$ cat src/rtl/irq_dlv_pkg.sv
package irq_dlv_pkg;
  typedef enum logic [1:0] {
    LV_IDLE  = 2'd0,
    LV_SET   = 2'd1,
    LV_WDRAW = 2'd2
  } lvl_st_e;

  typedef enum logic [1:0] {
    SRC_NONE = 2'd0,
    SRC_RST  = 2'd1,
    SRC_NMI  = 2'd2,
    SRC_LVL  = 2'd3
  } src_e;
endpackage

$ cat src/rtl/irq_pend_store.sv
module irq_pend_store
  import irq_dlv_pkg::*;
#(
  parameter int LVL_W = 6
) (
  input  logic             clk,
  input  logic             rst_n,
  input  logic             soft_clr,
  input  logic             rst_evt,
  input  logic             nmi_evt,
  input  logic             lvl_evt,
  input  logic [LVL_W-1:0] lvl_val,
  input  logic             busy,
  input  logic             ack_acc,
  input  logic             clr_rst,
  input  logic             clr_nmi,
  input  logic             clr_lvl,
  output logic             pend_rst,
  output logic             pend_nmi,
  output lvl_st_e          lvl_st,
  output logic [LVL_W-1:0] lvl_q
);
  logic             pr_q, pr_d, pn_q, pn_d;
  logic             dr_q, dr_d, dn_q, dn_d, dl_q, dl_d;
  lvl_st_e          ls_q, ls_d;
  logic [LVL_W-1:0] lv_q, lv_d;
  logic             lv_en;

  always_comb begin
    pr_d  = pr_q;
    pn_d  = pn_q;
    ls_d  = ls_q;
    dr_d  = dr_q;
    dn_d  = dn_q;
    dl_d  = dl_q;
    lv_en = 1'b0;
    lv_d  = lvl_val;
    if (soft_clr) begin
      pr_d  = 1'b0;
      pn_d  = 1'b0;
      ls_d  = LV_IDLE;
      dr_d  = 1'b0;
      dn_d  = 1'b0;
      dl_d  = 1'b0;
      lv_en = 1'b1;
      lv_d  = '0;
    end else begin
      // a new event wins over a clear in the same cycle
      pr_d = rst_evt | (pr_q & ~(clr_rst & ~dr_q));
      pn_d = nmi_evt | (pn_q & ~(clr_nmi & ~dn_q));
      if (lvl_evt) begin
        lv_en = 1'b1;
        ls_d  = (lvl_val == '0) ? LV_WDRAW : LV_SET;
      end else if (clr_lvl && !dl_q) begin
        ls_d = LV_IDLE;
      end
      // remember events that arrive while a request is held
      dr_d = (dr_q | rst_evt) & busy & ~ack_acc;
      dn_d = (dn_q | nmi_evt) & busy & ~ack_acc;
      dl_d = (dl_q | lvl_evt) & busy & ~ack_acc;
    end
  end

  always_ff @(posedge clk or negedge rst_n) begin
    if (!rst_n) begin
      pr_q <= 1'b0;
      pn_q <= 1'b0;
      ls_q <= LV_IDLE;
      dr_q <= 1'b0;
      dn_q <= 1'b0;
      dl_q <= 1'b0;
    end else begin
      pr_q <= pr_d;
      pn_q <= pn_d;
      ls_q <= ls_d;
      dr_q <= dr_d;
      dn_q <= dn_d;
      dl_q <= dl_d;
    end
  end

  always_ff @(posedge clk or negedge rst_n) begin
    if (!rst_n)     lv_q <= '0;
    else if (lv_en) lv_q <= lv_d;
  end

  assign pend_rst = pr_q;
  assign pend_nmi = pn_q;
  assign lvl_st   = ls_q;
  assign lvl_q    = lv_q;


  lvl_evt_latch_chk: assert property (@(posedge clk) disable iff (!rst_n)
    (lvl_evt && !soft_clr) |=> (ls_q != LV_IDLE && lv_q == $past(lvl_val)));


  rst_evt_latch_chk: assert property (@(posedge clk) disable iff (!rst_n)
    (rst_evt && !soft_clr) |=> pr_q);
endmodule

$ cat src/rtl/irq_arbiter.sv
module irq_arbiter
  import irq_dlv_pkg::*;
#(
  parameter int LVL_W = 6
) (
  input  logic             eval_en,
  input  logic             pend_rst,
  input  logic             pend_nmi,
  input  lvl_st_e          lvl_st,
  input  logic [LVL_W-1:0] lvl_q,
  input  logic             sr_ie,
  input  logic [LVL_W-1:0] sr_mask,
  output src_e             pick,
  output logic             fire_int,
  output logic             lvl_wdraw,
  output logic [LVL_W-1:0] cause_val
);
  logic lvl_any;
  logic unmasked;

  assign lvl_any  = (lvl_st != LV_IDLE);
  assign unmasked = sr_ie && ((lvl_q & sr_mask) != '0);

  always_comb begin
    pick = SRC_NONE;
    if (eval_en) begin
      if (pend_rst)      pick = SRC_RST;
      else if (pend_nmi) pick = SRC_NMI;
      else if (lvl_any)  pick = SRC_LVL;
    end
  end

  assign fire_int  = (pick == SRC_LVL) && (lvl_st == LV_SET) && unmasked;
  assign lvl_wdraw = (pick == SRC_LVL) && (lvl_st == LV_WDRAW);
  assign cause_val = (lvl_st == LV_SET) ? lvl_q : '0;
endmodule

$ cat src/rtl/irq_req_hold.sv
module irq_req_hold
  import irq_dlv_pkg::*;
#(
  parameter int LVL_W = 6
) (
  input  logic             clk,
  input  logic             rst_n,
  input  logic             soft_clr,
  input  src_e             pick,
  input  logic             fire_int,
  input  logic             lvl_wdraw,
  input  logic [LVL_W-1:0] cause_val,
  input  logic             exc_ack,
  output logic             busy,
  output logic             ack_acc,
  output logic             clr_rst,
  output logic             clr_nmi,
  output logic             clr_lvl,
  output logic [LVL_W-1:0] cause_hwint,
  output logic             cause_upd,
  output logic             exc_rstnmi_req,
  output logic             exc_int_req
);
  logic             rn_q, rn_d, in_q, in_d, up_q, up_d;
  src_e             src_q, src_d;
  logic [LVL_W-1:0] cz_q, cz_d;
  logic             cz_en;

  assign busy    = rn_q | in_q;
  assign ack_acc = exc_ack & busy;
  assign clr_rst = ack_acc && (src_q == SRC_RST);
  assign clr_nmi = ack_acc && (src_q == SRC_NMI);
  assign clr_lvl = (ack_acc && (src_q == SRC_LVL)) || lvl_wdraw;

  always_comb begin
    rn_d  = rn_q;
    in_d  = in_q;
    src_d = src_q;
    up_d  = 1'b0;
    cz_en = 1'b0;
    cz_d  = cause_val;
    if (soft_clr) begin
      rn_d  = 1'b0;
      in_d  = 1'b0;
      src_d = SRC_NONE;
      cz_en = 1'b1;
      cz_d  = '0;
    end else if (ack_acc) begin
      rn_d  = 1'b0;
      in_d  = 1'b0;
      src_d = SRC_NONE;
    end else begin
      case (pick)
        SRC_RST, SRC_NMI: begin
          rn_d  = 1'b1;
          src_d = pick;
        end
        SRC_LVL: begin
          cz_en = 1'b1;
          up_d  = 1'b1;
          if (fire_int) begin
            in_d  = 1'b1;
            src_d = SRC_LVL;
          end
        end
        default: ;
      endcase
    end
  end

  always_ff @(posedge clk or negedge rst_n) begin
    if (!rst_n) begin
      rn_q  <= 1'b0;
      in_q  <= 1'b0;
      up_q  <= 1'b0;
      src_q <= SRC_NONE;
    end else begin
      rn_q  <= rn_d;
      in_q  <= in_d;
      up_q  <= up_d;
      src_q <= src_d;
    end
  end

  always_ff @(posedge clk or negedge rst_n) begin
    if (!rst_n)     cz_q <= '0;
    else if (cz_en) cz_q <= cz_d;
  end

  assign cause_hwint    = cz_q;
  assign cause_upd      = up_q;
  assign exc_rstnmi_req = rn_q;
  assign exc_int_req    = in_q;


  one_req_chk: assert property (@(posedge clk) disable iff (!rst_n)
    $onehot0({rn_q, in_q}));


  rstnmi_hold_chk: assert property (@(posedge clk) disable iff (!rst_n)
    (rn_q && !exc_ack && !soft_clr) |=> rn_q);


  int_hold_chk: assert property (@(posedge clk) disable iff (!rst_n)
    (in_q && !exc_ack && !soft_clr) |=> (in_q && $stable(cz_q)));


  soft_clr_chk: assert property (@(posedge clk) disable iff (!rst_n)
    soft_clr |=> (!rn_q && !in_q && cz_q == '0));
endmodule

$ cat src/rtl/irq_deliver_ctrl.sv
module irq_deliver_ctrl
  import irq_dlv_pkg::*;
#(
  parameter int LVL_W = 6
) (
  input  logic             clk,
  input  logic             rst_n,
  input  logic             soft_clr,
  input  logic             rst_evt,
  input  logic             nmi_evt,
  input  logic             lvl_evt,
  input  logic [LVL_W-1:0] lvl_val,
  input  logic             insn_stb,
  input  logic             sr_ie,
  input  logic [LVL_W-1:0] sr_mask,
  output logic [LVL_W-1:0] cause_hwint,
  output logic             cause_upd,
  output logic             exc_rstnmi_req,
  output logic             exc_int_req,
  input  logic             exc_ack
);
  logic             pend_rst, pend_nmi;
  lvl_st_e          lvl_st;
  logic [LVL_W-1:0] lvl_q, cause_val;
  logic             busy, ack_acc, clr_rst, clr_nmi, clr_lvl;
  logic             eval_en, fire_int, lvl_wdraw;
  src_e             pick;

  assign eval_en = insn_stb & ~busy & ~soft_clr;

  irq_pend_store #(.LVL_W(LVL_W)) u_store (
    .clk      (clk),
    .rst_n    (rst_n),
    .soft_clr (soft_clr),
    .rst_evt  (rst_evt),
    .nmi_evt  (nmi_evt),
    .lvl_evt  (lvl_evt),
    .lvl_val  (lvl_val),
    .busy     (busy),
    .ack_acc  (ack_acc),
    .clr_rst  (clr_rst),
    .clr_nmi  (clr_nmi),
    .clr_lvl  (clr_lvl),
    .pend_rst (pend_rst),
    .pend_nmi (pend_nmi),
    .lvl_st   (lvl_st),
    .lvl_q    (lvl_q)
  );

  irq_arbiter #(.LVL_W(LVL_W)) u_arb (
    .eval_en   (eval_en),
    .pend_rst  (pend_rst),
    .pend_nmi  (pend_nmi),
    .lvl_st    (lvl_st),
    .lvl_q     (lvl_q),
    .sr_ie     (sr_ie),
    .sr_mask   (sr_mask),
    .pick      (pick),
    .fire_int  (fire_int),
    .lvl_wdraw (lvl_wdraw),
    .cause_val (cause_val)
  );

  irq_req_hold #(.LVL_W(LVL_W)) u_hold (
    .clk            (clk),
    .rst_n          (rst_n),
    .soft_clr       (soft_clr),
    .pick           (pick),
    .fire_int       (fire_int),
    .lvl_wdraw      (lvl_wdraw),
    .cause_val      (cause_val),
    .exc_ack        (exc_ack),
    .busy           (busy),
    .ack_acc        (ack_acc),
    .clr_rst        (clr_rst),
    .clr_nmi        (clr_nmi),
    .clr_lvl        (clr_lvl),
    .cause_hwint    (cause_hwint),
    .cause_upd      (cause_upd),
    .exc_rstnmi_req (exc_rstnmi_req),
    .exc_int_req    (exc_int_req)
  );


  strobe_rstnmi_chk: assert property (@(posedge clk) disable iff (!rst_n)
    $rose(exc_rstnmi_req) |-> $past(insn_stb));


  strobe_upd_chk: assert property (@(posedge clk) disable iff (!rst_n)
    cause_upd |-> $past(insn_stb));


  int_enable_chk: assert property (@(posedge clk) disable iff (!rst_n)
    $rose(exc_int_req) |-> ($past(sr_ie) && ((cause_hwint & $past(sr_mask)) != '0)));
endmodule

$ cat config.mk
export PLATFORM = sky130hd
export DESIGN_NAME = irq_deliver_ctrl
export DESIGN_NICKNAME = d
export VERILOG_FILES = /design/src/rtl/irq_dlv_pkg.sv /design/src/rtl/irq_pend_store.sv /design/src/rtl/irq_arbiter.sv /design/src/rtl/irq_req_hold.sv /design/src/rtl/irq_deliver_ctrl.sv
export SDC_FILE = /design/constraint.sdc
export NUM_CORES = 1
export LEC_CHECK = 0
export CAP_MARGIN = 10
export CORE_MARGIN = 2
export CORE_UTILIZATION = 42
export CTS_CLUSTER_DIAMETER = 200
export DETAILED_ROUTE_END_ITERATION = 10
export GPL_TIMING_DRIVEN = 0
export PLACE_DENSITY = 0.85
export SLEW_MARGIN = 25
export SYNTH_ARGS = -nofsm -noshare
export SYNTH_HDL_FRONTEND = slang
export SYNTH_SLANG_ARGS = --single-unit
export TNS_END_PERCENT = 100
$ cat constraint.sdc
create_clock -name clk -period 2 [get_ports clk]
set_input_delay 0.4 -clock clk [delete_from_list [all_inputs] [get_ports clk]]
set_output_delay 0.4 -clock clk [all_outputs]
set_load 0.02 [all_outputs]
==> run_results.csv, run 1 <==
group,metric,value,unit
final_layout,n_fill_cell,200,
final_layout,syn_to_final_growth,42.7,%
sta,worst_slew_pin_slew,0.567,ns
sta,setup_violations,9,
setup_path,endpoint_kind,"flop",
floorplan,dieArea,3070,µm²
floorplan,dieHeight,55.4,µm
drt,wirelength,2.66,mm
place,gp_congestion,0.782,
yosys,avgSynthCellArea,11.1,µm²
cts,clk_latency,0.32,ns
power_and_ir_drop,seqPwrFrac,55.9,%
setup_path,path_cells,"or4b_4, nor3_4, ha_4, and3b_2, nand3b_1, o221a_4, mux2i_1",
cts,cts_max_level,1,
yosys,synth-async-reset-ratio,100,%
drt,topRoutingLayerUsed,"met4",
min_path,hold_path_class,"in2async",
yosys,postSynthCellCount,100,
yosys,syn-num-nets,123,
global_route,grt_pass1_vias,939,
final_layout,final_cell_area,1580,µm²
floorplan,core,2500,µm²
drt,ant_nets,0,
floorplan,ios,30,
sta,slew_violations,0,
sta,fmax,0.439,GHz
sta,hold_viol_final,0,
setup_path,slowest_delay,0.55,ns
setup_path,cp.required,2.21,ns
setup_path,cp_slowest_cell,"or4b_4",
setup_path,r2r_slack,-0.28,ns
global_route,grt_max_degree,25,
setup_path,crit_arrival,2.49,ns
yosys,synthFlopType,"dfrtp_1",
cts,clkSinkCount,24,
global_route,track_usage,18.0,%
global_route,grt_pass1_wl,4.40,mm
drt,via_per_inst,5.62,
cts,cts_made_buffers,3,
drt,first_pass_iters,4,
power_and_ir_drop,p_per_area,586,nW/µm²
power_and_ir_drop,netSwitchingFraction,25.4,%
drt,dr_wl_met3,116,µm
place,dp_cells,158,
yosys,synth_cell_types,32,
power_and_ir_drop,p_clk_share,27.7,%
yosys,ys_ff_latch,24,
setup_path,crit_type,"reg2reg",
yosys,yosysTopAreaCell,"dfrtp_1",
place,port_buffers,28,
outcome,outcome,"complete, but fails checks",
global_route,grt_overflow,0,
floorplan,dieWidth,55.4,µm
cts,cts-root-buf,"clkbuf_4",
yosys,syn_area,1110,µm²
place,hpwl,1.85,mm
drt,met2_length,1.28,mm
power_and_ir_drop,p_switching,0.235,mW
yosys,synth-edff-count,0,
final_layout,diodes,0,
job,max-cap-violations,0,
final_layout,fin_nets,163,
yosys,ys_seq_area_share,54.1,%
floorplan,initial_core_util,44.4,%
sta,timing.final.ws_setup,-0.278,ns
drt,dr.first_iter.drc_count,20,
cts,clockBufferDepth,2,
setup_path,worst-path-buf-inv,0,
yosys,synth_area_leaders,"dfrtp_1, mux2i_1, a22o_1",
sta,finClkSkew,0.00610,ns
drt,wl_met1,1.20,mm
sta,fin_crit,2.28,ns
floorplan,rows,18,
yosys,synth_top_area_share,54.1,%
sta,rsz0062_at_grt,"true",
power_and_ir_drop,leakage,0.697,nW
sta,finalCritPeriodShare,114,%
outcome,violations,"negative setup slack",
drt,drc,0,
setup_path,critical_path.top_delay_family,"simple AND/OR/NAND/NOR gates",
final_layout,final_cells,169,
setup_path,start_kind,"flop",
power_and_ir_drop,vdd_drop_max,0.433,mV
power_and_ir_drop,pwr-share-comb,16.4,%
drt,via_count,949,
cts,cts_tree,"built",
cts,hold_buffers,0,
sta,timing.slew.headroom,62.2,%
global_route,antenna_found_initial,0,
final_layout,drive_above_1_share,18.7,%
cts,clkTransAtPathRegs,0.13,ns
setup_path,cp_max_fo,4,
yosys,ys_warn_count,0,
power_and_ir_drop,internal-power,0.692,mW
place,placed_cell_area,1440,µm²
drt,wl_per_cell,15.7,µm
cell families (layout without fill, tap and decap cells):
logic type | count (synthesis) | in the layout | share of synthesized area (%)
buffers and inverters | 8 | 47 | 2.71
AOI/OAI and AO/OA | 30 | 30 | 19.8
DFF | 24 | 24 | 54.1
adders and majority gates | 2 | 2 | 2.25
and+or+nand+nor | 28 | 28 | 13.9
muxes | 8 | 8 | 7.22
cell usage in the layout, fill, tap and decap left out, types with 2 or more instances in the layout:
cell type	n
a22oi_1	3
inv_1	5
or4_1	2
dlygate4sd2_1	2
ha_4	2
buf_4	7
and2_1	2
dfrtp_1	22
a21oi_1	4
o21a_1	6
o21ai_1	2
nor2_1	10
a22o_1	6
clkbuf_4	3
dfrtp_2	2
clkdlybuf4s50_1	25
clkbuf_1	2
nand2_1	3
mux2i_1	8
routing by layer:
| metal | global-route usage, % | vias up |
|---|---|---|
| met5 | 0 | - |
| met4 | 8.71 | 0 |
| met3 | 3.51 | 9 |
| met2 | 27.6 | 26 |
| met1 | 24.3 | 466 |
| li1 | - | 448 |
cell type report:
class / instances / area [µm²] / area share [%]
multi-input cells: 68 / 544 / 34.4
repair buffers: 35 / 325 / 20.5
flip-flops and latches: 24 / 603 / 38.1
clock buffers: 4 / 36.3 / 2.29
plain buffers: 3 / 18.8 / 1.18
inverters: 5 / 18.8 / 1.18
well taps: 30 / 37.5 / 2.37
repair_timing:
item	CTS	global route
pin swaps	5	5
setup buffers	3	4
hold endpoints to repair	0	0
resized for setup	7	8
setup endpoints to repair	10	10
worst paths after layout:
kind	from	end	cells past startpoint
hold / removal	rst_n	u_store.dl_q	1
min in group clk	u_store.dr_q	u_store.dr_q	1
hold reg to reg	u_store.dr_q	u_store.dr_q	1
max in group asynchronous	rst_n	u_hold.exc_int_req	1
setup reg to reg	u_hold.exc_rstnmi_req	u_hold.src_q[0]	7
setup / recovery	u_hold.exc_rstnmi_req	u_hold.src_q[0]	7
flip-flops by register name, indices dropped and copies added (netlist names):
signal / count
u_store.pend_nmi: 1
u_store.dr_q: 1
u_hold.exc_rstnmi_req: 1
u_store.dn_q: 1
u_store.lvl_q: 6
u_hold.src_q: 2
u_hold.exc_int_req: 1
u_store.dl_q: 1
u_store.pend_rst: 1
u_store.lvl_st: 2
u_hold.cause_upd: 1
u_hold.cause_hwint: 6
cell usage after synthesis, drive strengths merged (3+ instances only):
cell type,count
mux2i,8
o21ai,3
inv,5
clkbuf,3
a21oi,5
a22o,6
nor3,3
o21a,6
dfrtp,24
a22oi,3
nand2,3
nor2,12
power by group through the flow:
stage                     Clock [mW]  Combinational, mW  Sequential [mW]
final                          0.257              0.152            0.519
after global routing           0.277              0.166            0.521
after CTS                      0.257              0.145            0.518
after detailed placement           0              0.134            0.529
after global placement             0              0.129            0.528
after floorplan                    0             0.0636            0.527
per-stage QoR:
step / util, % / worst slack (ns) / hold WS [ns] / total power, mW / TNS, ns
floorplan: - / -0.184 / 0.104 / 0.590 / -0.728
global placement: 57.8 / -0.752 / 0.459 / 0.658 / -6.88
detailed placement: 57.8 / -0.815 / 0.465 / 0.663 / -7.25
CTS: 60.9 / -0.230 / 0.494 / 0.920 / -1.13
global route: 63.4 / -0.368 / 0.0677 / 0.964 / -2.39
finish: 63.4 / -0.278 / 0.0323 / 0.928 / -1.53
Note: power is estimated with default switching activity, not from simulation.
==> run 2: changes to the inputs <==
CTS_CLUSTER_DIAMETER = not set   (was 200)
SLEW_MARGIN = 20   (was 25)
==> results of run 2 <==
Same layout as run 1: the final DEF is identical, and so are final timing and power.
